`config.mk`:
```
export PLATFORM = sky130hd
export DESIGN_NAME = charger_watchdog
export DESIGN_NICKNAME = d
export VERILOG_FILES = /design/src/rtl/cwd_pkg.sv /design/src/rtl/cwd_tick_timer.sv /design/src/rtl/cwd_status.sv /design/src/rtl/charger_watchdog.sv
export SDC_FILE = /design/constraint.sdc
export NUM_CORES = 1
export LEC_CHECK = 0
export BUFFER_PORTS_ARGS = -buffer_cell sky130_fd_sc_hd__buf_4
export CAP_MARGIN = 20
export CORE_ASPECT_RATIO = 1.1
export CORE_UTILIZATION = 50
export DETAILED_ROUTE_END_ITERATION = 7
export GPL_TIMING_DRIVEN = 0
export PLACE_DENSITY = 0.68
export SETUP_SLACK_MARGIN = 0.4
export SYNTH_ARGS = -nofsm -noshare
export SYNTH_HDL_FRONTEND = slang
export SYNTH_HIERARCHICAL = 1
export SYNTH_SLANG_ARGS = --single-unit
```
`constraint.sdc`:
```
create_clock -name clk -period 2.4 [get_ports clk]
set_input_delay 0.24 -clock clk [delete_from_list [all_inputs] [get_ports clk]]
set_output_delay 0.24 -clock clk [all_outputs]
set_load 0.05 [all_outputs]
```
`src/rtl/cwd_pkg.sv`:
```
package cwd_pkg;
  typedef enum logic [1:0] {
    CAUSE_NONE  = 2'b00,
    CAUSE_WRITE = 2'b01,
    CAUSE_SCL   = 2'b10
  } cwd_cause_e;
endpackage

```
`src/rtl/cwd_tick_timer.sv`:
```
module cwd_tick_timer #(
  parameter int LIMIT = 16
) (
  input  logic clk,
  input  logic rst_n,
  input  logic clr,
  input  logic run,
  input  logic tick,
  output logic expire
);
  localparam int CW = $clog2(LIMIT + 1);
  localparam logic [CW-1:0] LAST = CW'(LIMIT - 1);

  logic [CW-1:0] cnt;

  assign expire = run && tick && !clr && (cnt == LAST);

  always_ff @(posedge clk or negedge rst_n) begin
    if (!rst_n) begin
      cnt <= '0;
    end else if (clr) begin
      cnt <= '0;
    end else if (run && tick) begin
      cnt <= expire ? '0 : cnt + 1'b1;
    end
  end

  // Count stays inside the window; the limit is reached only via expire.
  assert_count_bound_R1: assert property (@(posedge clk) disable iff (!rst_n)
    cnt < CW'(LIMIT));

  // Without a tick the count holds.
  assert_hold_no_tick_R10: assert property (@(posedge clk) disable iff (!rst_n)
    (!tick && !clr) |=> $stable(cnt));
endmodule

```
`src/rtl/cwd_status.sv`:
```
module cwd_status
  import cwd_pkg::*;
(
  input  logic       clk,
  input  logic       rst_n,
  input  logic       wr_any,
  input  logic       wr_expire,
  input  logic       scl_expire,
  output logic       en,
  output cwd_cause_e cause
);
  always_ff @(posedge clk or negedge rst_n) begin
    if (!rst_n) begin
      en    <= 1'b0;
      cause <= CAUSE_NONE;
    end else if (wr_any) begin
      en    <= 1'b1;
      cause <= CAUSE_NONE;
    end else if (en && wr_expire) begin
      en    <= 1'b0;
      cause <= CAUSE_WRITE;
    end else if (en && scl_expire) begin
      en    <= 1'b0;
      cause <= CAUSE_SCL;
    end
  end

  assert_write_enables_R5: assert property (@(posedge clk) disable iff (!rst_n)
    wr_any |=> (en && cause == CAUSE_NONE));

  assert_wr_timeout_R1: assert property (@(posedge clk) disable iff (!rst_n)
    (en && wr_expire && !wr_any) |=> (!en && cause == CAUSE_WRITE));

  assert_scl_timeout_R2: assert property (@(posedge clk) disable iff (!rst_n)
    (en && scl_expire && !wr_expire && !wr_any) |=> (!en && cause == CAUSE_SCL));

  assert_stay_off_R4: assert property (@(posedge clk) disable iff (!rst_n)
    (!en && !wr_any) |=> (!en && $stable(cause)));

  assert_cause_legal_R9: assert property (@(posedge clk) disable iff (!rst_n)
    (cause != 2'b11) && (en -> cause == CAUSE_NONE));
endmodule

```
`src/rtl/charger_watchdog.sv`:
```
module charger_watchdog
  import cwd_pkg::*;
#(
  parameter int WR_TICKS      = 175000,
  parameter int SCL_LOW_TICKS = 25
) (
  input  logic       clk,
  input  logic       rst_n,
  input  logic       tick_en,
  input  logic       scl_in,
  input  logic       wr_volt_done,
  input  logic       wr_curr_done,
  output logic       chg_en,
  output logic [1:0] cause
);
  // Low time must exceed SCL_LOW_TICKS, so the detector fires one tick later.
  localparam int SCL_FIRE = SCL_LOW_TICKS + 1;

  logic       wr_any;
  logic       wr_expire;
  logic       scl_expire;
  cwd_cause_e cause_q;

  assign wr_any = wr_volt_done | wr_curr_done;

  cwd_tick_timer #(.LIMIT(WR_TICKS)) u_wr_timer (
    .clk    (clk),
    .rst_n  (rst_n),
    .clr    (wr_any),
    .run    (chg_en),
    .tick   (tick_en),
    .expire (wr_expire)
  );

  cwd_tick_timer #(.LIMIT(SCL_FIRE)) u_scl_timer (
    .clk    (clk),
    .rst_n  (rst_n),
    .clr    (scl_in),
    .run    (!scl_in),
    .tick   (tick_en),
    .expire (scl_expire)
  );

  cwd_status u_status (
    .clk        (clk),
    .rst_n      (rst_n),
    .wr_any     (wr_any),
    .wr_expire  (wr_expire),
    .scl_expire (scl_expire),
    .en         (chg_en),
    .cause      (cause_q)
  );

  assign cause = cause_q;

  // A write on an expiring tick keeps charging on.
  assert_write_wins_R7: assert property (@(posedge clk) disable iff (!rst_n)
    (wr_any && (wr_expire || scl_expire || tick_en)) |=> chg_en);

  // Simultaneous expiry records the write watchdog.
  assert_both_priority_R8: assert property (@(posedge clk) disable iff (!rst_n)
    (chg_en && !wr_any && wr_expire && scl_expire) |=> (cause == 2'b01));
endmodule

```
### Yosys cells after proc, flatten, opt, wreduce, memory -nomap -nowiden

Cells that the tools add are included.

| operators by class | value |
|---|---|
| add/subtract/negate cells | 2 |
| equality and inequality tests | 2 |
| multiplexer cells | 12 |
| bitwise operators | 1 |
| reduce and logical (&&, ||, !) cells | 13 |

Operator list:

| cell | number |
|---|---|
| $mux 18 | 3 |
| $add 18x1->18 const B | 1 |
| $eq 18x18->1 const B | 1 |
| $mux 5 | 3 |
| $logic_and 1x1->1 | 8 |
| $mux 2 | 3 |
| $add 5x1->5 const B | 1 |
| $eq 5x5->1 const B | 1 |
| $reduce_bool 2->1 | 2 |
| $mux 1 | 3 |
| $reduce_bool 3->1 | 1 |
| $logic_not 1->1 | 2 |
| $or 1x1->1 | 1 |

| word-level totals | value |
|---|---|
| flip-flop bits (word level) | 26 |
| output and inout bits | 3 |

### Logic depth before layout (Yosys ltp)

Gate-level depths: netlist (run 1).

| logic depth | value |
|---|---|
| depth in word-level cells | 8 |
| depth in mapped cells | 7 |

### By module

The synthesis (run 1) kept the hierarchy.

By module, submodules not included:

| module | times used | cells each | area an instance (µm²) | seq. area each (µm²) |
|---|---|---|---|---|
| cwd_tick_timer (u_wr_timer) | 1 | 126 | 1,073.5 | 450.4 |
| cwd_tick_timer (u_scl_timer) | 1 | 32 | 289.0 | 125.1 |
| cwd_status | 1 | 10 | 120.1 | 75.1 |
| charger_watchdog | 1 | 2 | 10.0 | 0.0 |

### Least setup slack after synthesis (run 1)

Ideal clock, no wire load.

| timing | value |
|---|---|
| kind | flip-flop to flip-flop |
| start point | reg u_status.en |
| end point | reg u_wr_timer.cnt[10] |
| library setup time | 69 ps |
| arrival time | 1,880 ps |
| required time | 2,331 ps |
| slack | 451 ps |
| cell stages (with the launch flop) | 6 |
| buffers on the path | 1 |
| clock period less this slack | 1,949 ps |
| path through | dfrtp_1 > nand2_1 > or2_2 > clkbuf_1 > or4_1 > nand3_1 |

| on the way | value |
|---|---|
| cells in the longest elaborated chain, start to end | 6 |
| elaborated cells between the ends (all ways) | 7 |

RTL lines:

| element | RTL line | text |
|---|---|---|
| start, declared | cwd_status.sv:9 | `output logic en,` |
| start signal, assigned | cwd_status.sv:14 | `en <= 1'b0;` |
| start signal, assigned | cwd_status.sv:17 | `en <= 1'b1;` |
| start signal, assigned | cwd_status.sv:20 | `en <= 1'b0;` |
| $logic_and 1x1->1 (*) | cwd_tick_timer.sv:16, cwd_tick_timer.sv:23 |  |
| $logic_and 1x1->1 (2 in series) | cwd_tick_timer.sv:16 | `assign expire = run && tick && !clr && (cnt == LAST);` |
| $mux 18 | cwd_tick_timer.sv:24 | `cnt <= expire ? '0 : cnt + 1'b1;` |
| $mux 18 | cwd_tick_timer.sv:23 | `end else if (run && tick) begin` |
| $mux 18 | cwd_tick_timer.sv:21 | `end else if (clr) begin` |
| end signal, assigned | cwd_tick_timer.sv:24 |  |
| end, declared | cwd_tick_timer.sv:14 | `logic [CW-1:0] cnt;` |

Mark *: on every way between the ends. The rest lies on a longest branch, timed or not. The select of a mux whose other input is x is not followed.
A chain may end at the register's enable or synchronous reset.

### Worst setup path in the final report (run 1)

| timing | value |
|---|---|
| start point | reg u_wr_timer.cnt[5] |
| end point | reg u_status.en |

| on the way | value |
|---|---|
| cells in the longest elaborated chain, start to end | 5 |
| elaborated cells between the ends (all ways) | 6 |

RTL lines:

| element | RTL line | text |
|---|---|---|
| $eq 18x18->1 (*) | cwd_tick_timer.sv:16 |  |
| $logic_and 1x1->1 (*) | cwd_tick_timer.sv:16 |  |
| net wr_expire | charger_watchdog.sv:20 | `logic wr_expire;` |
| $logic_and 1x1->1 (*) | cwd_status.sv:19 | `end else if (en && wr_expire) begin` |
| $mux 1 | cwd_status.sv:19 |  |
| $mux 1 | cwd_status.sv:16 | `end else if (wr_any) begin` |
| end signal, assigned | cwd_status.sv:17 |  |
| end signal, assigned | cwd_status.sv:20 |  |
| end signal, assigned | cwd_status.sv:23 | `en <= 1'b0;` |

Mark *: on every way through the listed nets, which the timed path passes. The rest lies on a longest branch.

==> summary.md, run 1 <==
| Metric | Value |
|---|---|
| Status | completed |
| Antenna Nets Post-Route | 0 |
| Met1 wire length | around 1.4 mm |
| Area growth syn-to-layout | 14.1% |
| Pwr dens | between 300 and 400 nW/µm² |
| GP Congestion | between 0.8 and 0.9 |
| Final hold slack | between 0.1 and 0.15 ns |
| Final setup vio count | 0 |
| Hold WC Path Type | primary input to flop |
| # placed instances | around 210 |
| Final worst path period share | between 80 and 90% |
| VDD IR max | around 0.00030 V |
| CTS H-Tree Depth | 1 |
| Critical Path AT | approximately 2.2 ns |
| Routed wl met3 | about 140 µm |
| Uppermost layer routed | met4 |
| Routed WL | between 3 and 4 mm |
| DIE HEIGHT | just under 60 µm |
| Area of placed instances | about 1600 µm² |
| Max-slew violations | 0 |
| Sink Count | 26 |
| Post-synthesis async set-or-reset flop share | 100% |
| Synth unique cells | 41 |
| Mapped Area | around 1500 µm² |
| Most frequent cells in the layout | nand2_1 (31), dfrtp_1 (26), nand3_1 (23) |
| Setup WS pre-CTS | between 0.3 and 0.4 ns |
| Via count | 1333 |
| Insertion delay to the later sink of the worst-skew pair | between 0.3 and 0.4 ns |
| Req. time, crit path | approximately 2.6 ns |
| RSZ-0062 raised after global routing | true |
| Drt initial violations | approximately 70 |
| Slew @ Worst Pin | between 0.6 and 0.7 ns |
| Detailed placement HPWL | about 2.3 mm |
| Total power | 0.672 mW |
| #FFs+latches synth | 26 |
| Fmax | between 500 and 600 MHz |
| # fillers | around 250 |
| Die area | between 3000 and 4000 µm² |
| Global-route wire length before repair | approximately 5.3 mm |
| Die extent in x | about 54 µm |
| Worst slew margin | 57.0% |
| Final net count | 199 |
| Row Count | 20 |
| Total GRT Usage | between 20% and 30% |
| Crit Path Class | flop to flop |
| Met2 wire length | roughly 1.8 mm |
| Primary FF master, synth | dfrtp_1 |
| Fin area | 1700 µm² |
| Crit-path max FO | 3 |
| Setup Skew | 0.00636 ns |
| EDFF count, synth | 0 |
| Post-Syn Nets | ~180 |
| CP Capture Type | flop |
| Ys Warns | 6 |
| Initial antenna violation count | 0 |
| Vias in the first global route | around 1200 |
| Final Worst Setup Slack | 0.413 ns |
| DR vias/cell | 6.03 |
| Seq/Total Area, Yosys | a little over two fifths |
| Syn Area/Cell | about 9 µm² |
| Non-filler instance count after layout | approximately 220 |
| Final Critical Period | between 1.5 and 2 ns |
| Drt first pass iters | 4 |
| Routed WL per cell | 14.9 µm |
| Starting Density | a little over half |
| LEAKAGE | 0.722 nW |
| Post-Route Utilization | between 60% and 70% |
| MaxCap Viol Count | 0 |
| Layout cells sized above 1 | a little under a fifth |
| Pin count of the biggest net entering global routing | 27 |
| Max Root-Sink Buffers | 2 |
| Setup_tns | 0 ns |
| CTS tree | yes |
| Most common cell after layout, fill and taps aside | nand2_1 |
| Clock transition at path regs | ~0.13 ns |
| Hold Vio Cnt, Final | 0 |
| Core box area | ~2800 µm² |
| CP Launch Type | flop |
| I/O pin cnt | 9 |
| Num CTS Buffers | 3 |
| Total grt overflow | 0 |
| PortBufs | 8 |
| Antenna Cells | 0 |
| Residual DRC | 0 |
| Clk root buf | clkbuf_4 |
| Synth Instances | 170 |
## power breakdown
| part | switching (mW) | leakage, nW | internal, mW |
|---|---|---|---|
| clock | 0.120 | 0.0138 | 0.0586 |
| combinational | 0.0322 | 0.351 | 0.0171 |
| sequential | 0.00319 | 0.357 | 0.441 |
## layout make-up
class | count | area, µm² | area share, %
buffer | 3 | 18.8 | 1.10
clock buffer | 3 | 22.5 | 1.32
inverter | 6 | 22.5 | 1.32
multi-input combinational | 135 | 835 | 49.0
sequential | 26 | 651 | 38.2
tap | 33 | 41.3 | 2.42
timing repair buffer | 15 | 113 | 6.61
## per-layer routing
metal / global-route usage (%) / vias up
li1: - / 655
met1: 27.8 / 636
met2: 38.1 / 38
met3: 3.33 / 4
met4: 9.52 / 0
met5: 0 / -
## synth_stat cells (all sizes together) (2+ instances only)
cell type	instances	share of area [%]
and3	2	0.92
inv	6	1.5
xnor2	2	1.2
a211oi	2	1.0
a21oi	9	3.3
nand2	32	8.0
a22o	2	1.2
clkbuf	2	0.50
nand3b	3	1.5
xor2	2	1.2
dfrtp	26	44
a31oi	2	0.84
nand3	23	7.7
ha	3	2.5
nand4	5	2.5
nor3b	2	1.0
nor3	4	1.7
o21ai	8	2.7
nor4	3	2.3
or2	4	1.7
nor2	6	1.5
or3	10	4.2
## registers in the layout (all words and copies together) (netlist names)
signal           flops
u_wr_timer/cnt      18
u_scl_timer/cnt      5
u_status/cause       2
u_status/en          1
## cells by family after synthesis
group / count (synthesis) / share of synthesized area, %
adders and majority gates: 3 / 2.51
DFF: 26 / 43.6
buffers and inverters: 9 / 2.77
AOI/OAI and AO/OA: 27 / 11.4
and+or+nand+nor: 100 / 36.7
muxes: 1 / 0.671
xor gates and xnor gates: 4 / 2.35
## worst max-delay path, stage by stage (launching register included)
cell and delay [ns]:
dfrtp_1 0.42, or4b_4 0.55, nor4_4 0.36, nand2_2 0.13, nor2_4 0.16, nor3b_2 0.06
or2_1 0.21
## final timing paths
path	startpoint	end	slack [ns]	depth (start not counted)
max reg2reg	u_wr_timer/cnt[5]	u_status/en	0.41	6
min in group asynchronous	rst_n	u_scl_timer/cnt[3]	0.35	2
min reg2reg	u_wr_timer/cnt[17]	u_wr_timer/cnt[17]	0.54	2
max in group asynchronous	rst_n	u_scl_timer/cnt[4]	1.80	2
max	u_wr_timer/cnt[5]	u_status/en	0.41	6
min	scl_in	u_scl_timer/cnt[3]	0.12	2
## repair_timing
action | in CTS | in global routing
cloned | 0 | 1
pin swaps | 0 | 4
hold buffers | 1 | 0
gates resized for setup | 1 | 7
endpoints found under the hold margin | 26 | 0
setup endpoints to repair | 1 | 6
setup buffers | 1 | 4
(Power assumes the default switching activity.)
==> run 2: changes to the inputs <==
PLACE_DENSITY = 0.7   (was 0.68)
clock period = 1.7 ns   (was 2.4 ns; I/O delays follow)
==> run 2 against run 1 <==
The flow now finishes with violations (setup timing). Global-route usage rose by 4.4 points. Clock power rose by 80%. Worst hold slack got worse by 0.077 ns. Count of clock-buffer cells in the layout rose by 1. Wire length rose by 17%. Non-clock buffer count rose by 17. Clock skew fell by 0.00099 ns. Sequential share of layout area fell by 7.0 points. Final area rose by 23%. Setup slack got worse by 0.67 ns. Critical path type unchanged. Largest cell class unchanged. Largest power group unchanged. Highest routed layer unchanged.
==> summary.md, run 2 (synthesized netlist as in run 1, its figures left out) <==
| Metric | Value |
|---|---|
| Area growth syn-to-layout | 40.7% |
| Final net count | 216 (+8.5%) |
| RSZ-0062 raised after global routing | true |
| Routed WL per cell | 16.2 µm (+8.3%) |
| CP Capture Type | flop |
| Crit Path Class | flop to flop |
| Worst hold stages | 2 (unchanged) |
| Vias in the first global route | 1394 (+15%) |
| Residual DRC | 0 (unchanged) |
| Die extent in x | 54.1 µm (unchanged) |
| Final setup vio count | 16 (+16) |
| Via count | 1445 (+8.4%) |
| Pin count of the biggest net entering global routing | 27 (unchanged) |
| Die area | 3210 µm² (unchanged) |
| Largest register FFs | 18 (unchanged) |
| Register-to-Register Path Depth | 7 (+1) |
| Insertion delay to the later sink of the worst-skew pair | 0.32 ns (about the same) |
| Worst path slowest cell | or4b_4 |
| Clock transition at path regs | 0.15 ns (+0.02 ns) |
| Hold WC Path Type | primary input to flop |
| Max Root-Sink Buffers | 2 (unchanged) |
| RR Startpoint | u_wr_timer/cnt[5] |
| Setup_tns | -3.03 ns (-3.03 ns) |
| Antenna Cells | 0 (unchanged) |
| Setup WS pre-CTS | -0.327 ns (-0.689 ns) |
| Crit-path max FO | 2 (-1) |
| Final worst path period share | 115% (+32 points) |
| Status | finished with violations |
| Top flop regs | u_wr_timer/cnt (18), u_scl_timer/cnt (5), u_status/cause (2) |
| Total GRT Usage | 26.9% (+4.4 points) |
| VDD IR max | 0.000446 V (+51%) |
| Row Count | 20 (unchanged) |
| Setup Skew | 0.00538 ns (-0.000985 ns) |
| Layout cells sized above 1 | 41.7% (+23 points) |
| Final Critical Period | 1.95 ns (-0.0325 ns) |
| I/O pin cnt | 9 (unchanged) |
| Global-route wire length before repair | 6.25 mm (+18%) |
| Buffers & Inverters on Critical Path | 1 (+1) |
| Starting Density | 53.3% (unchanged) |
| Final hold slack | 0.0468 ns (-0.0768 ns) |
| Core box area | 2800 µm² (unchanged) |
| Most frequent cells in the layout | nand2_1 (29), dfrtp_1 (22), buf_4 (21) |
| CP Launch Type | flop |
| # fillers | 183 (-27%) |
| Slew @ Worst Pin | 0.824 ns (+0.178 ns) |
| DIE HEIGHT | 59.3 µm (unchanged) |
| Num CTS Buffers | 3 (unchanged) |
| Clk root buf | clkbuf_4 |
| Reg2reg end | u_status/en |
| Max stage delay on crit path | 0.54 ns (about the same) |
| Critical Path AT | 2.18 ns (-0.02 ns) |
| Most common cell after layout, fill and taps aside | nand2_1 |
| CP cell instances | or4b_4, nor4_4, buf_4, nand2_4, nor2_4, nor3b_1, or2_1 |
| Initial antenna violation count | 0 (unchanged) |
| PortBufs | 8 (unchanged) |
| GP Congestion | 0.867 (+1.1%) |
| LEAKAGE | 0.905 nW (+25%) |
| Failing checks | setup timing |
| Delay-heaviest family, CP | simple AND/OR/NAND/NOR gates |
| Req. time, crit path | 1.93 ns (-0.68 ns) |
| Drt initial violations | 35 (-51%) |
| Worst R2R Setup Slack | -0.25 ns (-0.67 ns) |
| Sink Count | 26 (unchanged) |
| Fmax | 512 MHz (+1.7%) |
| Detailed placement HPWL | 2.37 mm (+4.3%) |
| Final Worst Setup Slack | -0.254 ns (-0.667 ns) |
| Worst slew margin | 44.9% (-12 points) |
| Hold Vio Cnt, Final | 0 (unchanged) |
| Post-Route Utilization | 75.0% (+14 points) |
| Routed WL | 3.86 mm (+17%) |
| Antenna Nets Post-Route | 0 (unchanged) |
| Reg with most FFs | u_wr_timer/cnt |
| DR vias/cell | 6.05 (+0.24%) |
| CTS tree | yes |
| Hold endpoint | u_scl_timer/cnt[0] |
| Max-slew violations | 0 (unchanged) |
| CTS H-Tree Depth | 1 (unchanged) |
| Drt first pass iters | 4 (unchanged) |
| Fin area | 2100 µm² (+23%) |
| MaxCap Viol Count | 0 (unchanged) |
| Pwr dens | 504 nW/µm² (+28%) |
| Hold_sp | scl_in |
| Area of placed instances | 1680 µm² (+5.1%) |
| Total grt overflow | 0 (unchanged) |
==> run 2: cell type report <==
class	instances	area, µm²	area share, %
multi-input combinational	135	1030	49.3
sequential	26	656	31.2
timing repair buffer	32	280	13.3
tap	33	41.3	1.97
clock buffer	4	36.3	1.73
buffer	3	30.0	1.43
inverter	6	22.5	1.07
==> run 2: power by group <==
| part | internal, mW | switching, mW | leakage (nW) |
|---|---|---|---|
| registers | 0.623 | 0.00558 | 0.352 |
| clock network | 0.131 | 0.189 | 0.0210 |
| logic | 0.0478 | 0.0625 | 0.532 |
==> run 2: repair_timing <==
item                                    in CTS  in global routing
hold buffers                                 1                  0
pin swaps                                   18                 12
endpoints found under the hold margin       26                  0
setup buffers                               18                  5
resized for setup                           29                 22
endpoints found under the setup margin      24                 26
==> run 2: worst max path at each step <==
| stage | startpoint | end | slack (ns) | cells after the start |
|---|---|---|---|---|
| final | u_wr_timer/cnt[5] | u_status/en | -0.25 | 7 |
| after global routing | u_wr_timer/cnt[14] | u_status/en | -0.32 | 7 |
| after CTS | u_wr_timer/cnt[5] | u_wr_timer/cnt[3] | -0.27 | 6 |
| after detailed placement | u_wr_timer/cnt[3] | u_status/en | -0.33 | 6 |
| after global placement | u_wr_timer/cnt[3] | u_status/en | -0.29 | 6 |
| after floorplan | u_wr_timer/cnt[3] | u_status/en | -0.16 | 6 |
==> run 2: metal layers <==
metal	GRT usage (%)	vias to the layer above	wire length, µm
met5	0	-	0
met4	8.42	0	50
met3	2.31	6	76
met2	49.4	28	2090
met1	32.2	724	1650
li1	-	687	-
==> run 2: per-stage QoR <==
| stage | std cells | total power, mW |
|---|---|---|
| after global placement | 211 | 0.706 |
| after global routing | 239 | 1.10 |
| final | 239 | 1.06 |
| after detailed placement | 211 | 0.710 |
| after CTS | 234 | 1.04 |
| after floorplan | 170 | 0.673 |
